[src/rtl/edm_pkg.sv]
`timescale 1ns/1ps
package edm_pkg;

   typedef enum logic [1:0] {
      EDGE_RISE = 2'b00,
      EDGE_FALL = 2'b01,
      EDGE_ANY  = 2'b10,
      EDGE_ANY2 = 2'b11
   } edge_sel_e;

   typedef enum logic {
      ST_WAIT_REF = 1'b0,
      ST_WAIT_SIG = 1'b1
   } pair_st_e;

   function automatic logic edge_hit(input logic prev, input logic cur, input logic [1:0] sel);
      logic hit;
      case (edge_sel_e'(sel))
         EDGE_RISE: hit = ~prev & cur;
         EDGE_FALL: hit = prev & ~cur;
         default:   hit = prev ^ cur;
      endcase
      return hit;
   endfunction

endpackage

[src/rtl/edm_input_stage.sv]
`timescale 1ns/1ps
module edm_input_stage #(
   parameter int SYNC_STAGES = 0
) (
   input  logic       clk_i,
   input  logic       rst_i,
   input  logic       raw_i,
   input  logic [1:0] mode_i,
   output logic       edge_o
);
   import edm_pkg::*;

   logic cur_w;
   logic prev_q;

   generate
      if (SYNC_STAGES == 0) begin : g_direct
         assign cur_w = raw_i;
      end else begin : g_sync
         logic [SYNC_STAGES-1:0] chain_q;
         always_ff @(posedge clk_i) begin
            if (rst_i) chain_q <= '0;
            else       chain_q <= {chain_q[SYNC_STAGES-2:0], raw_i};
         end
         assign cur_w = chain_q[SYNC_STAGES-1];
      end
   endgenerate

   always_ff @(posedge clk_i) begin
      if (rst_i) prev_q <= 1'b0;
      else       prev_q <= cur_w;
   end

   assign edge_o = edge_hit(prev_q, cur_w, mode_i);

endmodule

[src/rtl/edm_sat_counter.sv]
`timescale 1ns/1ps
module edm_sat_counter #(
   parameter int CNT_W = 16
) (
   input  logic             clk_i,
   input  logic             rst_i,
   input  logic             evt_i,
   output logic             pulse_o,
   output logic [CNT_W-1:0] cnt_o
);
   localparam logic [CNT_W-1:0] CNT_MAX = '1;

   logic             pulse_q;
   logic [CNT_W-1:0] cnt_q;
   logic             can_inc;

   assign can_inc = evt_i && (cnt_q != CNT_MAX);

   always_ff @(posedge clk_i) begin
      if (rst_i) begin
         pulse_q <= 1'b0;
         cnt_q   <= '0;
      end else begin
         pulse_q <= evt_i;
         if (can_inc) cnt_q <= cnt_q + 1'b1;
      end
   end

   assign pulse_o = pulse_q;
   assign cnt_o   = cnt_q;

endmodule

[src/rtl/edm_pair_fsm.sv]
`timescale 1ns/1ps
module edm_pair_fsm #(
   parameter int TS_W = 32
) (
   input  logic            clk_i,
   input  logic            rst_i,
   input  logic            ref_edge_i,
   input  logic            sig_edge_i,
   output logic            valid_o,
   output logic [TS_W-1:0] delay_o,
   output logic            miss_ref_evt_o,
   output logic            miss_sig_evt_o
);
   import edm_pkg::*;

   pair_st_e        st_q, st_d;
   logic [TS_W-1:0] ts_q;
   logic [TS_W-1:0] start_q, start_d;
   logic            seen_q, seen_d;
   logic            done_w;
   logic [TS_W-1:0] dly_w;
   logic            valid_q;
   logic [TS_W-1:0] delay_q;

   always_comb begin
      st_d           = st_q;
      start_d        = start_q;
      seen_d         = seen_q;
      done_w         = 1'b0;
      dly_w          = '0;
      miss_ref_evt_o = 1'b0;
      miss_sig_evt_o = 1'b0;
      case (st_q)
         ST_WAIT_REF: begin
            if (ref_edge_i) begin
               start_d = ts_q;
               if (sig_edge_i) begin
                  done_w = 1'b1;
                  dly_w  = '0;
                  seen_d = 1'b1;
               end else begin
                  st_d = ST_WAIT_SIG;
               end
            end else if (sig_edge_i && seen_q) begin
               miss_sig_evt_o = 1'b1;
            end
         end
         default: begin
            if (sig_edge_i) begin
               done_w = 1'b1;
               dly_w  = ts_q - start_q;
               seen_d = 1'b1;
               if (ref_edge_i) start_d = ts_q;
               else            st_d    = ST_WAIT_REF;
            end else if (ref_edge_i) begin
               miss_ref_evt_o = 1'b1;
            end
         end
      endcase
   end

   always_ff @(posedge clk_i) begin
      if (rst_i) begin
         st_q    <= ST_WAIT_REF;
         ts_q    <= '0;
         start_q <= '0;
         seen_q  <= 1'b0;
         valid_q <= 1'b0;
         delay_q <= '0;
      end else begin
         st_q    <= st_d;
         ts_q    <= ts_q + 1'b1;
         start_q <= start_d;
         seen_q  <= seen_d;
         valid_q <= done_w;
         if (done_w) delay_q <= dly_w;
      end
   end

   assign valid_o = valid_q;
   assign delay_o = delay_q;

endmodule

[src/rtl/edge_delay_meter.sv]
`timescale 1ns/1ps
module edge_delay_meter #(
   parameter int TS_W        = 32,
   parameter int CNT_W       = 16,
   parameter int SYNC_STAGES = 0
) (
   input  logic             clk_i,
   input  logic             rst_i,
   input  logic             ref_i,
   input  logic             sig_i,
   input  logic [1:0]       ref_mode_i,
   input  logic [1:0]       sig_mode_i,
   output logic             meas_valid_o,
   output logic [TS_W-1:0]  meas_delay_o,
   output logic             miss_ref_o,
   output logic [CNT_W-1:0] miss_ref_cnt_o,
   output logic             miss_sig_o,
   output logic [CNT_W-1:0] miss_sig_cnt_o
);
   localparam int N_IN = 2;

   generate
      if (TS_W < 2 || TS_W > 64) begin : g_bad_ts
         $error("edge_delay_meter: TS_W out of range");
      end
      if (CNT_W < 1 || CNT_W > 32) begin : g_bad_cnt
         $error("edge_delay_meter: CNT_W out of range");
      end
      if (SYNC_STAGES == 1 || SYNC_STAGES > 4 || SYNC_STAGES < 0) begin : g_bad_sync
         $error("edge_delay_meter: SYNC_STAGES must be 0, 2, 3 or 4");
      end
   endgenerate

   logic [N_IN-1:0] raw_w;
   logic [N_IN-1:0] edge_w;
   logic [1:0]      mode_w [N_IN];

   assign raw_w     = {sig_i, ref_i};
   assign mode_w[0] = ref_mode_i;
   assign mode_w[1] = sig_mode_i;

   for (genvar gi = 0; gi < N_IN; gi++) begin : g_in
      edm_input_stage #(
         .SYNC_STAGES(SYNC_STAGES)
      ) u_stage (
         .clk_i (clk_i),
         .rst_i (rst_i),
         .raw_i (raw_w[gi]),
         .mode_i(mode_w[gi]),
         .edge_o(edge_w[gi])
      );
   end

   logic miss_ref_evt;
   logic miss_sig_evt;

   edm_pair_fsm #(
      .TS_W(TS_W)
   ) u_fsm (
      .clk_i         (clk_i),
      .rst_i         (rst_i),
      .ref_edge_i    (edge_w[0]),
      .sig_edge_i    (edge_w[1]),
      .valid_o       (meas_valid_o),
      .delay_o       (meas_delay_o),
      .miss_ref_evt_o(miss_ref_evt),
      .miss_sig_evt_o(miss_sig_evt)
   );

   edm_sat_counter #(
      .CNT_W(CNT_W)
   ) u_miss_ref (
      .clk_i  (clk_i),
      .rst_i  (rst_i),
      .evt_i  (miss_ref_evt),
      .pulse_o(miss_ref_o),
      .cnt_o  (miss_ref_cnt_o)
   );

   edm_sat_counter #(
      .CNT_W(CNT_W)
   ) u_miss_sig (
      .clk_i  (clk_i),
      .rst_i  (rst_i),
      .evt_i  (miss_sig_evt),
      .pulse_o(miss_sig_o),
      .cnt_o  (miss_sig_cnt_o)
   );

endmodule

[config.mk]
export PLATFORM = sky130hd
export DESIGN_NAME = edge_delay_meter
export DESIGN_NICKNAME = d
export VERILOG_FILES = /design/src/rtl/edm_pkg.sv /design/src/rtl/edm_input_stage.sv /design/src/rtl/edm_sat_counter.sv /design/src/rtl/edm_pair_fsm.sv /design/src/rtl/edge_delay_meter.sv
export SDC_FILE = /design/constraint.sdc
export NUM_CORES = 1
export LEC_CHECK = 0
export BUFFER_PORTS_ARGS = -buffer_cell sky130_fd_sc_hd__buf_2
export CAP_MARGIN = 10
export CORE_MARGIN = 3
export CORE_UTILIZATION = 35
export DETAILED_ROUTE_END_ITERATION = 6
export PLACE_DENSITY = 0.52
export SLEW_MARGIN = 20
export SYNTH_ARGS = -nofsm -noshare
export SYNTH_HDL_FRONTEND = slang
export SYNTH_SLANG_ARGS = --single-unit
[constraint.sdc]
create_clock -name clk_i -period 6.7 [get_ports clk_i]
set_input_delay 1.34 -clock clk_i [delete_from_list [all_inputs] [get_ports clk_i]]
set_output_delay 1.34 -clock clk_i [all_outputs]
set_load 0.01 [all_outputs]
==> reports/results.txt <==
Die Wd: 149 um
Starting Density: 36.3%
WL met3: 854 um
Setup crit start kind: input port
Synth area leader: dfxtp_1
Fmax: 328 MHz
CTS clk-pin slew, worst paths: 0.06 ns
Setup TNS: 0 ns
Total power: 1.97 mW
Largest family of logic cells by synthesized area: simple AND/OR/NAND/NOR gates
Compound-Gate Fraction of Synth Area: 17.8%
Clock Latency Late Sink: 0.42 ns
DIE AREA: 0.0223 mm2
Number of nets in the layout: 984
Max clock buf depth: 2
WP data required: 7.03 ns
Synth unique cells: 68
Initial DRC count: 309
Power density over cell area: 236 mW/mm2
I/O pin total: 75
Wire length on met1: 8.89 mm
Largest net degree at the start of global routing: 61
Antenna viol nets, final: 0
Number of diodes: 0
Area grow syn2layout: 16.4%
Final period utilization: 45.5%
Final setup vio count: 0
Crit path DAT: 3.38 ns
Hold Crit Class: flop to flop
First-pass GRT wire length: 28.3 mm
Max VDD drop: 0.169 mV
Synth Area in XOR/XNOR: 9.25%
Final WL: 16.8 mm
Adder-cell area share of the yosys netlist: 7.06%
Post-synth EDFFs: 0
Syn_nets: 923
Slew @ Worst Pin: 0.724 ns
Post-CTS Resized: 0
Max transition margin: 51.8%
Cells after synthesis: 875
Most frequent cells in the layout: dfxtp_1, nand2_1, nor2_1
DP Wirelength: 12.1 mm
Critical path peak fanout: 22
Leading cell type in the layout, fill and taps excluded: dfxtp_1
Final hold violation count: 0
DRT Pass-1 Iters: 5
WL per Instance: 13.9 um
Setup CP Type: input port to flop
Syn Area/Cell: 8.23 um2
Post-synthesis sequential area ratio: 37.6%
Die Ht: 149 um
Ys async rst share: 0%
CTS sink count: 135
Total grt overflow: 0
Synthesis-stage register bit count: 135
Post-CTS Setup Repair Bufs: 0
Number of global-route vias before repair: 5592
YS warnings: 0
Minimum clock period: 3.05 ns
Clock root buffer: clkbuf_16
CTS tree: yes
Top layer in use: met4
Synth top area share: 37.6%
Overall routing resource usage: 15.7%
Netlist Area Pre-Place: 0.00720 mm2
Final clock skew: 0.0111 ns
Max_cap viols: 0
Via/cell ratio: 4.88
CTS H-tree lvls: 4
Row count: 51
Share of cells above drive strength 1: 13.4%
RePlAce Congestion: 0.851
Top cells by area, synth: dfxtp_1, ha_1, nand2_1, a21oi_1, xnor2_1
Met2 wire length: 6.87 mm
TritonCTS buffer count: 17
# hold bufs at CTS: 0
Initial antenna violation count: 0
Total core area: 0.0198 mm2
Total number of vias: 5914
RSZ-0062 raised after global routing: false
Mux cell area share after synthesis: 1.08%
CP Capture Type: flop
Leakage: 3.40 nW
I/O Buffers: 74
Main synth FF type: dfxtp_1
DRC viols: 0
Simple-Gate Fraction of Synth Area: 22.2%
Run status: finished clean
Max Slew Vio Count: 0
-- layout make-up --
cell class                      instances  area, um2
Clock buffer                           22        484
Clock inverter                          8        121
Fill cell                            1999      11500
Inverter                               52        195
Multi-Input combinational cell        651       4140
Sequential cell                       135       2700
Tap cell                              265        332
Timing Repair Buffer                   79        410
-- worst paths after layout --
kind              cells after the start              start  slack [ns]                end
setup / recovery                      9              sig_i        3.65  u_fsm.delay_o[18]
hold / removal                        2  u_fsm.start_q[18]        0.45  u_fsm.start_q[18]
setup reg to reg                     10      u_fsm.ts_q[0]        4.00  u_fsm.delay_o[30]
hold reg to reg                       2  u_fsm.start_q[18]        0.45  u_fsm.start_q[18]
-- Yosys cell counts (3+ instances only) --
| cell | count |
|---|---|
| xor2_1 | 37 |
| o31ai_1 | 5 |
| o21bai_1 | 6 |
| inv_1 | 52 |
| nand2_1 | 116 |
| o21a_1 | 3 |
| nand2b_1 | 6 |
| xnor2_1 | 39 |
| a31oi_1 | 3 |
| and3_1 | 17 |
| or3_1 | 16 |
| mux2i_1 | 4 |
| a22o_1 | 20 |
| and4_1 | 4 |
| o21ai_1 | 3 |
| ha_1 | 39 |
| o211ai_1 | 5 |
| nor2_1 | 89 |
| clkbuf_1 | 25 |
| nand3_1 | 28 |
| and2_1 | 7 |
| o21ai_0 | 37 |
| buf_1 | 6 |
| a22oi_1 | 9 |
| nor2b_1 | 5 |
| dfxtp_1 | 135 |
| a21oi_1 | 73 |
| nor3_1 | 10 |
| a21o_1 | 8 |
| nand4_1 | 17 |
-- routing by layer --
| metal | up-vias | track usage [%] |
|---|---|---|
| met3 | 16 | 4.16 |
| li1 | 3143 | - |
| met4 | 0 | 4.39 |
| met2 | 116 | 22.7 |
| met5 | - | 0 |
| met1 | 2639 | 22.8 |
-- kinds of logic (layout without fill, tap and decap cells) --
kind of cell | Yosys count | after routing
buffers and inverters | 89 | 161
and+or+nand+nor | 333 | 333
muxes | 6 | 6
DFF | 135 | 135
AOI/OAI and AO/OA | 196 | 196
xor gates and xnor gates | 76 | 76
adders and majority gates | 40 | 40
-- flip-flops by register name, summed over array words and instances (netlist names) --
register             cells
u_fsm.valid_o            1
g_in.u_stage.prev_q      2
u_fsm.st_q               1
u_fsm.delay_o           32
u_miss_sig.pulse_o       1
u_miss_ref.pulse_o       1
u_miss_ref.cnt_o        16
u_miss_sig.cnt_o        16
u_fsm.start_q           32
u_fsm.ts_q              32
u_fsm.seen_q             1
-- through the flow --
step | instances | hold WS [ns] | area (um2) | setup WS (ns) | util, %
6_report | 1212 | 0.452 | 8380 | 3.65 | 42.2
5_1_grt | 1212 | 0.469 | 8380 | 3.49 | 42.2
4_1_cts | 1212 | 0.454 | 8380 | 3.62 | 42.2
3_5_place_dp | 1182 | 0.446 | 7770 | 3.18 | 39.2
3_3_place_gp | 1182 | 0.442 | 7770 | 3.24 | 39.2
2_1_floorplan | 875 | 0.436 | 7200 | 3.63 | -
-- worst max-delay path, stage by stage --
cell and delay, ns:
buf_2 0.09, inv_1 0.05, ha_1 0.19, mux2_4 0.27, o21ai_4 0.24, o21bai_1 0.24, and2b_1 0.65, a22oi_1 0.19
o211ai_1 0.11
-- power breakdown --
part           switching (mW)  leakage [nW]  total, mW  internal (mW)
clock network           0.345         0.298      0.964          0.619
logic                   0.117          2.02      0.188         0.0714
registers             0.00864          1.09      0.822          0.814
total                   0.470          3.40       1.97           1.50
No activity file was read; power rests on OpenSTA's default activity.
